**src/rtl/gpio_bank_pkg.sv**
```systemverilog
// gpio_bank_pkg: register offsets and shared types for the GPIO bank.
// Assumes byte addressing of 32-bit words; offsets are fixed at a 12-byte stride.
package gpio_bank_pkg;

    localparam int ADDR_W = 8;

    localparam logic [ADDR_W-1:0] OFS_LEVEL    = 8'h00;
    localparam logic [ADDR_W-1:0] OFS_DIR      = 8'h0C;
    localparam logic [ADDR_W-1:0] OFS_OUT_SET  = 8'h18;
    localparam logic [ADDR_W-1:0] OFS_OUT_CLR  = 8'h24;
    localparam logic [ADDR_W-1:0] OFS_RISE     = 8'h30;
    localparam logic [ADDR_W-1:0] OFS_FALL     = 8'h3C;
    localparam logic [ADDR_W-1:0] OFS_STATUS   = 8'h48;
    localparam logic [ADDR_W-1:0] OFS_DIR_SET  = 8'h54;
    localparam logic [ADDR_W-1:0] OFS_DIR_CLR  = 8'h60;
    localparam logic [ADDR_W-1:0] OFS_RISE_SET = 8'h6C;
    localparam logic [ADDR_W-1:0] OFS_RISE_CLR = 8'h78;
    localparam logic [ADDR_W-1:0] OFS_FALL_SET = 8'h84;
    localparam logic [ADDR_W-1:0] OFS_FALL_CLR = 8'h90;
    localparam logic [ADDR_W-1:0] OFS_MASK     = 8'h9C;

    // Write strobes for a register with direct, set and clear access.
    typedef struct packed {
        logic direct;
        logic set;
        logic clr;
    } sc_wr_t;

endpackage

```
**src/rtl/gpio_setclr_reg.sv**
```systemverilog
// gpio_setclr_reg: a W-bit register updated by a direct write, a bitwise set,
// or a bitwise clear. Assumes at most one strobe is active per cycle
// (the decoder selects one offset per cycle).
module gpio_setclr_reg
    import gpio_bank_pkg::*;
#(
    parameter int W = 32
) (
    input  logic         clk,
    input  logic         rst_n,
    input  sc_wr_t       wr,
    input  logic [W-1:0] wdata,
    output logic [W-1:0] q
);

    // Hold, overwrite, or apply the bitwise set/clear.
    always_ff @(posedge clk) begin
        if (!rst_n)
            q <= '0;
        else if (wr.direct)
            q <= wdata;
        else if (wr.set)
            q <= q | wdata;
        else if (wr.clr)
            q <= q & ~wdata;
    end

    assert_set_hits_R2: assert property (@(posedge clk) disable iff (!rst_n)
        wr.set |=> ((q & $past(wdata)) == $past(wdata)));

    assert_set_keeps_R2: assert property (@(posedge clk) disable iff (!rst_n)
        wr.set |=> ((q & ~$past(wdata)) == ($past(q) & ~$past(wdata))));

    assert_clr_hits_R3: assert property (@(posedge clk) disable iff (!rst_n)
        wr.clr |=> ((q & $past(wdata)) == '0));

    assert_clr_keeps_R3: assert property (@(posedge clk) disable iff (!rst_n)
        wr.clr |=> ((q & ~$past(wdata)) == ($past(q) & ~$past(wdata))));

    assert_idle_hold_R4: assert property (@(posedge clk) disable iff (!rst_n)
        !(wr.direct || wr.set || wr.clr) |=> $stable(q));

endmodule

```
**src/rtl/gpio_in_sync.sv**
```systemverilog
// gpio_in_sync: two-flop synchronizer on the pad inputs plus one history flop.
// Flags rising and falling transitions of the synchronized level.
// Assumes pad inputs are asynchronous and each pin is treated independently.
module gpio_in_sync #(
    parameter int W = 32
) (
    input  logic         clk,
    input  logic         rst_n,
    input  logic [W-1:0] pad_in,
    output logic [W-1:0] level,
    output logic [W-1:0] rise,
    output logic [W-1:0] fall
);

    logic [W-1:0] meta_q;
    logic [W-1:0] sync_q;
    logic [W-1:0] prev_q;

    // Synchronizer chain and one cycle of history for edge finding.
    always_ff @(posedge clk) begin
        if (!rst_n) begin
            meta_q <= '0;
            sync_q <= '0;
            prev_q <= '0;
        end else begin
            meta_q <= pad_in;
            sync_q <= meta_q;
            prev_q <= sync_q;
        end
    end

    // Transition flags relative to the previous synchronized value.
    always_comb begin
        level = sync_q;
        rise  = sync_q & ~prev_q;
        fall  = ~sync_q & prev_q;
    end

    assert_edges_disjoint_R7: assert property (@(posedge clk) disable iff (!rst_n)
        (rise & fall) == '0);

    assert_level_latency_R5: assert property (@(posedge clk) disable iff (!rst_n)
        1'b1 |=> (prev_q == $past(level)));

endmodule

```
**src/rtl/gpio_edge_status.sv**
```systemverilog
// gpio_edge_status: sticky per-pin edge status with write-one-to-clear.
// Assumes rise/fall come from gpio_in_sync; a new edge beats a simultaneous clear.
module gpio_edge_status #(
    parameter int W = 32
) (
    input  logic         clk,
    input  logic         rst_n,
    input  logic [W-1:0] rise,
    input  logic [W-1:0] fall,
    input  logic [W-1:0] rise_en,
    input  logic [W-1:0] fall_en,
    input  logic         clr_en,
    input  logic [W-1:0] clr_mask,
    output logic [W-1:0] status
);

    logic [W-1:0] hit;
    logic [W-1:0] clr_bits;

    // Qualify edges with their enables; form the clear vector.
    always_comb begin
        hit      = (rise & rise_en) | (fall & fall_en);
        clr_bits = clr_en ? clr_mask : '0;
    end

    // Latch qualified edges; clear only bits without a new edge.
    always_ff @(posedge clk) begin
        if (!rst_n)
            status <= '0;
        else
            status <= (status & ~clr_bits) | hit;
    end

    assert_edge_latched_R9: assert property (@(posedge clk) disable iff (!rst_n)
        (hit != '0) |=> ((status & $past(hit)) == $past(hit)));

    assert_sticky_R9: assert property (@(posedge clk) disable iff (!rst_n)
        !clr_en |=> ((status & $past(status)) == $past(status)));

    assert_no_spurious_R8: assert property (@(posedge clk) disable iff (!rst_n)
        1'b1 |=> ((status & ~$past(status) & ~$past(rise | fall)) == '0));

endmodule

```
**src/rtl/gpio_bank_ctrl.sv**
```systemverilog
// gpio_bank_ctrl: one GPIO bank behind a 32-bit register port.
// Decodes byte offsets, holds direction/output/edge-enable/mask state and
// raises irq from masked edge status. Assumes single-cycle writes and a
// combinational read mux; NPINS must not exceed 32.
module gpio_bank_ctrl
    import gpio_bank_pkg::*;
#(
    parameter int NPINS = 32
) (
    input  logic              clk,
    input  logic              rst_n,
    input  logic              wr_en,
    input  logic [ADDR_W-1:0] addr,
    input  logic [31:0]       wdata,
    output logic [31:0]       rdata,
    input  logic [NPINS-1:0]  pad_in,
    output logic [NPINS-1:0]  pad_oe,
    output logic [NPINS-1:0]  pad_out
    ,
    output logic              irq
);

    localparam int DW = 32;

    sc_wr_t           out_wr, dir_wr, rise_wr, fall_wr;
    logic             status_clr;
    logic             mask_wr;
    logic [NPINS-1:0] wbits;
    logic [NPINS-1:0] out_q, dir_q, rise_en, fall_en, mask_q, status;
    logic [NPINS-1:0] level, rise, fall;

    // Decode the write offset into per-register strobes.
    always_comb begin
        out_wr     = '0;
        dir_wr     = '0;
        rise_wr    = '0;
        fall_wr    = '0;
        status_clr = 1'b0;
        mask_wr    = 1'b0;
        wbits      = wdata[NPINS-1:0];
        if (wr_en) begin
            case (addr)
                OFS_OUT_SET:  out_wr.set     = 1'b1;
                OFS_OUT_CLR:  out_wr.clr     = 1'b1;
                OFS_DIR:      dir_wr.direct  = 1'b1;
                OFS_DIR_SET:  dir_wr.set     = 1'b1;
                OFS_DIR_CLR:  dir_wr.clr     = 1'b1;
                OFS_RISE:     rise_wr.direct = 1'b1;
                OFS_RISE_SET: rise_wr.set    = 1'b1;
                OFS_RISE_CLR: rise_wr.clr    = 1'b1;
                OFS_FALL:     fall_wr.direct = 1'b1;
                OFS_FALL_SET: fall_wr.set    = 1'b1;
                OFS_FALL_CLR: fall_wr.clr    = 1'b1;
                OFS_STATUS:   status_clr     = 1'b1;
                OFS_MASK:     mask_wr        = 1'b1;
                default:      ;
            endcase
        end
    end

    gpio_setclr_reg #(.W(NPINS)) u_out_reg  (.clk(clk), .rst_n(rst_n), .wr(out_wr),  .wdata(wbits), .q(out_q));
    gpio_setclr_reg #(.W(NPINS)) u_dir_reg  (.clk(clk), .rst_n(rst_n), .wr(dir_wr),  .wdata(wbits), .q(dir_q));
    gpio_setclr_reg #(.W(NPINS)) u_rise_reg (.clk(clk), .rst_n(rst_n), .wr(rise_wr), .wdata(wbits), .q(rise_en));
    gpio_setclr_reg #(.W(NPINS)) u_fall_reg (.clk(clk), .rst_n(rst_n), .wr(fall_wr), .wdata(wbits), .q(fall_en));

    gpio_in_sync #(.W(NPINS)) u_sync (
        .clk(clk), .rst_n(rst_n), .pad_in(pad_in),
        .level(level), .rise(rise), .fall(fall)
    );

    gpio_edge_status #(.W(NPINS)) u_status (
        .clk(clk), .rst_n(rst_n), .rise(rise), .fall(fall),
        .rise_en(rise_en), .fall_en(fall_en),
        .clr_en(status_clr), .clr_mask(wbits), .status(status)
    );

    // Interrupt mask register, plain read/write.
    always_ff @(posedge clk) begin
        if (!rst_n)
            mask_q <= '0;
        else if (mask_wr)
            mask_q <= wbits;
    end

    // Drive pads and interrupt from held state.
    always_comb begin
        pad_oe  = dir_q;
        pad_out = out_q;
        irq     = |(status & mask_q);
    end

    // Read mux; set/clear and unmapped offsets return zero.
    always_comb begin
        rdata = '0;
        case (addr)
            OFS_LEVEL:  rdata[NPINS-1:0] = level;
            OFS_DIR:    rdata[NPINS-1:0] = dir_q;
            OFS_RISE:   rdata[NPINS-1:0] = rise_en;
            OFS_FALL:   rdata[NPINS-1:0] = fall_en;
            OFS_STATUS: rdata[NPINS-1:0] = status;
            OFS_MASK:   rdata[NPINS-1:0] = mask_q;
            default:    rdata = '0;
        endcase
    end

    initial begin
        assert_width_fits_R11: assert (NPINS >= 1 && NPINS <= DW);
    end

    assert_irq_needs_mask_R10: assert property (@(posedge clk) disable iff (!rst_n)
        (mask_q == '0) |-> !irq);

    assert_unmapped_quiet_R11: assert property (@(posedge clk) disable iff (!rst_n)
        (wr_en && addr[1:0] != 2'b00) |=> ($stable(pad_oe) && $stable(pad_out) && $stable(mask_q)));

endmodule

```
**config.mk**
```make
export PLATFORM = sky130hd
export DESIGN_NAME = gpio_bank_ctrl
export DESIGN_NICKNAME = d
export VERILOG_FILES = /design/src/rtl/gpio_bank_pkg.sv /design/src/rtl/gpio_setclr_reg.sv /design/src/rtl/gpio_in_sync.sv /design/src/rtl/gpio_edge_status.sv /design/src/rtl/gpio_bank_ctrl.sv
export SDC_FILE = /design/constraint.sdc
export NUM_CORES = 1
export LEC_CHECK = 0
export ABC_CLOCK_PERIOD_IN_PS = 2200
export BUFFER_PORTS_ARGS = -buffer_cell sky130_fd_sc_hd__buf_2
export CORE_MARGIN = 3
export CORE_UTILIZATION = 55
export CTS_CLUSTER_DIAMETER = 80
export DETAILED_ROUTE_END_ITERATION = 16
export GPL_TIMING_DRIVEN = 0
export HOLD_SLACK_MARGIN = 0.05
export PLACE_DENSITY = 0.76
export SYNTH_ARGS = -nofsm -noshare
export SYNTH_HDL_FRONTEND = slang
export SYNTH_HIERARCHICAL = 1
export SYNTH_SLANG_ARGS = --single-unit
```
**constraint.sdc**
```tcl
create_clock -name clk -period 2.2 [get_ports clk]
set_input_delay 0 -clock clk [delete_from_list [all_inputs] [get_ports clk]]
set_output_delay 0 -clock clk [all_outputs]
set_load 0.05 [all_outputs]
```
# Word level (Yosys, flattened, before mapping)

Cells that the tools add are included.

Multiplexer cells: 32
Bitwise logic cells: 20
Equal/unequal tests: 13
Reduce and logical (&&, ||, !) cells: 6

Operators with widths:

| operator                                                        | number |
|---|---|
| 32-bit two-way mux                                              | 12 |
| 32-bit bitwise AND                                              | 10 |
| 32-bit OR                                                       | 6 |
| 32-bit case mux with 6 select lines                             | 1 |
| 32-bit inverter                                                 | 4 |
| 8-bit by 7-bit == test with 1-bit output, second input constant | 5 |
| 32-bit OR reduction                                             | 1 |
| 8-bit by 6-bit == test with 1-bit output, second input constant | 3 |
| 8-bit == test, second input constant                            | 3 |
| 1-bit two-way mux                                               | 15 |
| 3-bit two-way mux                                               | 3 |
| 3-bit nonzero test                                              | 3 |
| 8-bit by 4-bit == test with 1-bit output, second input constant | 1 |
| 8-bit by 5-bit == test with 1-bit output, second input constant | 1 |
| 8-bit zero test                                                 | 1 |
| 2-bit two-way mux                                               | 1 |
| 2-bit nonzero test                                              | 1 |

Output and inout port bits: 97
Logic and storage cells: 80
Flip-flop bits (word level): 288
Input port bits: 75

# Logic depth before layout (Yosys ltp)

Depth after elaboration: 7
Mapped depth: 9
Gate-level depth less buffers: 6

# Cells and area by module

The synthesis kept the hierarchy.

Modules (own cells, without submodules):

| module           | instances | sequential area each (µm²) | cells each | area an instance (µm²) |
|---|---|---|---|---|
| gpio_setclr_reg  | 4         | 640.6                      | 174        | 1566.5 |
| gpio_in_sync     | 1         | 1921.8                     | 266        | 3004.1 |
| gpio_bank_ctrl   | 1         | 640.6                      | 376        | 2854.0 |
| gpio_edge_status | 1         | 640.6                      | 134        | 1431.4 |

# Least setup slack after synthesis

OpenSTA, ideal clock, no wires.

Path kind: input port to output port
Start: input addr[1]
End: output rdata[0]
Path slack: 0.150 ns
Data arrival time: 2.050 ns
Stages: 4
Buffers on the path: 1
Required time: 2.200 ns
Cells stage by stage: nor4_2 > clkbuf_1 > a22oi_1 > o21ai_0

Cells in the longest elaborated chain, start to end: 2
Elaborated cells on any way between the ends: 7
Classes of those cells: 5 x eq/ne; 1 x mux; 1 x reduce/logical

Ends and longest elaborated chain:

| what                                  | RTL line             | text |
|---|---|---|
| from (decl)                           | gpio_bank_ctrl.sv:13 | `input logic [ADDR_W-1:0] addr,` |
| 8-bit == test (tied with other cells) | gpio_bank_ctrl.sv:95 | `case (addr)` |
| 32-bit case mux with 6 select lines * | gpio_bank_ctrl.sv:95 |  |
| to (decl)                             | gpio_bank_ctrl.sv:15 | `output logic [31:0] rdata,` |

Mark *: on every way between the ends. The rest lies on a longest branch, timed or not.

# Worst setup path in the final report

Start: input addr[1]
End: output rdata[3]

Same word-level chain as after synthesis.

==> metrics <==
share of the synthesized area in the top cell type=42.5%; Synth Instances=1472; outcome=complete, but fails checks; failing checks=setup timing; CP peak stage delay=0.66 ns; clock-pin slew on the worst setup and hold paths=0.06 ns; 1st-iter DRT viols=1415; CP delay by family, top=simple AND/OR/NAND/NOR gates; Die Height=163 um; clock net sink count=288; most frequent cells in the layout=nand2_1 (330), dfxtp_1 (288), buf_2 (212); fin. max-slew vios=0; R2R Setup Slk=1.16 ns; core area=0.0238 mm2; synth unique cells=43; pin count of the biggest net entering global routing=37; First-pass DRT Iterations=7; sequential share of the synthesized area=42.5%; DR DRC count=0; worst path cell trace=buf_2 > nor4_4 > nand2_1 > o221ai_1 > buf_2; peak supply drop=554 uV; Worst EP required=2.20 ns; number of CTS-inserted buffers=30; Leakage Power=6.23 nW; Syn Area/Cell=9.21 um2; Final Setup Violations=2; DR vias/cell=6.07; Cells after DPL=1969; Post-synth EDFFs=0; clock root buffer=clkbuf_16; final hold slack=0.101 ns; wire per inst=22.3 um; Final Skew=0.0138 ns; WP data arrival=2.21 ns; ys async rst share=0%; dpl hpwl=31.8 mm; min-delay src=wr_en; Buf+Inv Stages, Crit Path=2; Worst-Margin Slew=0.930 ns; worst hold stages=4; worst-path cell with the longest stage delay=nor4_4; leading area contributor after synthesis=dfxtp_1; final setup TNS=-0.00968 ns; die area=0.0266 mm2; Placed Area=0.0149 mm2; fin crit period=2.21 ns; IO Port Bufs=171; CTS Buffer Depth=3; CP dominant cell by count=buf_2; H-tree Lvls=1; max_slew headroom=38.0%; Startpoint Class=input pin; pwr dens=721 mW/mm2; Antenna Nets Post-Route=0; GRT Overall Usage=34.2%; row count=56; Final Cycle Share=100%; first-pass GRT wire length=70.6 mm; Antenna Cells=0; R2R cell count=3; reg2reg end=u_status/status[18]; Finished Layout Cells=2089; ratio of cells with drive above 1 in the final layout=24.5%; vias in the first global route=12474; r2r startpoint=u_sync/level[18]; final core utilization=69.9%; fin nets=1821; hold worst-path end=mask_q[9]; drt total wl=46.7 mm; GPL Wtd Cong=0.953; unrepaired setup endpoints after global routing=true; area delta synth->final=22.8%; Crit. End Element=output port; Non-Filler Cell Area, Final=0.0166 mm2; largest cells by area after synthesis=dfxtp_1 (43%), a21boi_2 (10%), nand2_1 (9.1%); Initial Util=56.9%; initial antenna violation count=2; Die W=163 um; Hold Fails Final Rpt=0; CTS tree=done; worst min path class=input pin to register; I/O pins=172; fmax=454 MHz; Netlist Area Pre-Place=0.0136 mm2; Synth Flop Type=dfxtp_1; max_cap viols=0; Ys Warns=6; grt ovf=0; total number of vias=12681; setup ws final=-0.00507 ns; #FFs+latches synth=288; CP Max Fanout=10; Clock Latency Late Sink=0.56 ns; most common cell after layout, fill and taps aside=nand2_1; Crit Path Category=input pin to output port
[logic make-up (layout without fill, tap and decap cells)]
family	Yosys count	count (layout)	synth area share, %
flops	288	288	42.5
simple gates	671	671	26.3
buf+inv	112	405	4.99
other cells	1	6	0.0277
compound gates	400	400	26.2
[metrics by stage]
stage / power, mW / setup WS (ns)
6_report: 12.0 / -0.00507
3_3_place_gp: 6.28 / -1.50
5_1_grt: 12.3 / -0.00922
2_1_floorplan: 5.94 / 0.150
4_1_cts: 12.0 / 0.00738
3_5_place_dp: 6.29 / -0.655
[synth_stat cells, types with 6 or more instances]
| cell | n |
|---|---|
| dfxtp_1 | 288 |
| a22oi_1 | 65 |
| and3_1 | 6 |
| a21boi_0 | 64 |
| o22ai_1 | 6 |
| buf_2 | 43 |
| o21a_1 | 32 |
| nor2b_1 | 70 |
| a222oi_1 | 13 |
| clkbuf_1 | 32 |
| a22o_1 | 64 |
| o21ai_0 | 15 |
| nor2_1 | 7 |
| and2_1 | 100 |
| a221o_1 | 6 |
| a21boi_2 | 120 |
| nand2_1 | 330 |
| buf_6 | 24 |
| nand3b_1 | 126 |
[where the power goes]
group          total, mW  leakage, nW  internal, mW  switching (mW)
clock               5.70        0.549          3.56            2.14
combinational      0.920         3.34         0.358           0.562
sequential          5.38         2.34          5.32          0.0616
total               12.0         6.23          9.24            2.76
[routing by layer]
metal	vias to the layer above	track usage [%]	routed length (um)
met1	6063	43.8	18300
met2	762	55.9	21300
li1	5714	-	-
met5	-	0	16
met3	140	7.43	5010
met4	2	14.3	2100
[worst max-delay path by stage]
stage,cells past startpoint,endpoint,slack [ns],from
2_1_floorplan,4,rdata[0],0.15,addr[1]
3_3_place_gp,9,register,-1.50,addr[4]
3_5_place_dp,9,register,-0.66,addr[1]
4_1_cts,6,rdata[18],0.007,addr[1]
5_1_grt,5,rdata[3],-0.009,addr[1]
6_report,5,rdata[3],-0.005,addr[1]
[area by class of cell]
type,instances,area [um2]
flip-flops and latches,288,5770
well taps,319,399
clock buffers,43,871
fillers,1906,7170
repair buffers,237,1510
plain buffers,107,667
clock inverters,13,240
multi-input cells,1077,7170
inverters,5,18.8
[what timing repair did]
item | 4_1_cts | 5_1_grt
hold buffers | 64 | 0
buffers inserted | 0 | 0
gates resized for setup | 10 | 4
endpoints found under the setup margin | 83 | 12
pin swaps | 0 | 0
endpoints found under the hold margin | 224 | 0
[tightest hold or removal path: stages]
cell and delay [ns]:
buf_2 0.17, nand3_1 0.21, nand2_1 0.07, a21boi_0 0.15
(Power assumes the default switching activity.)
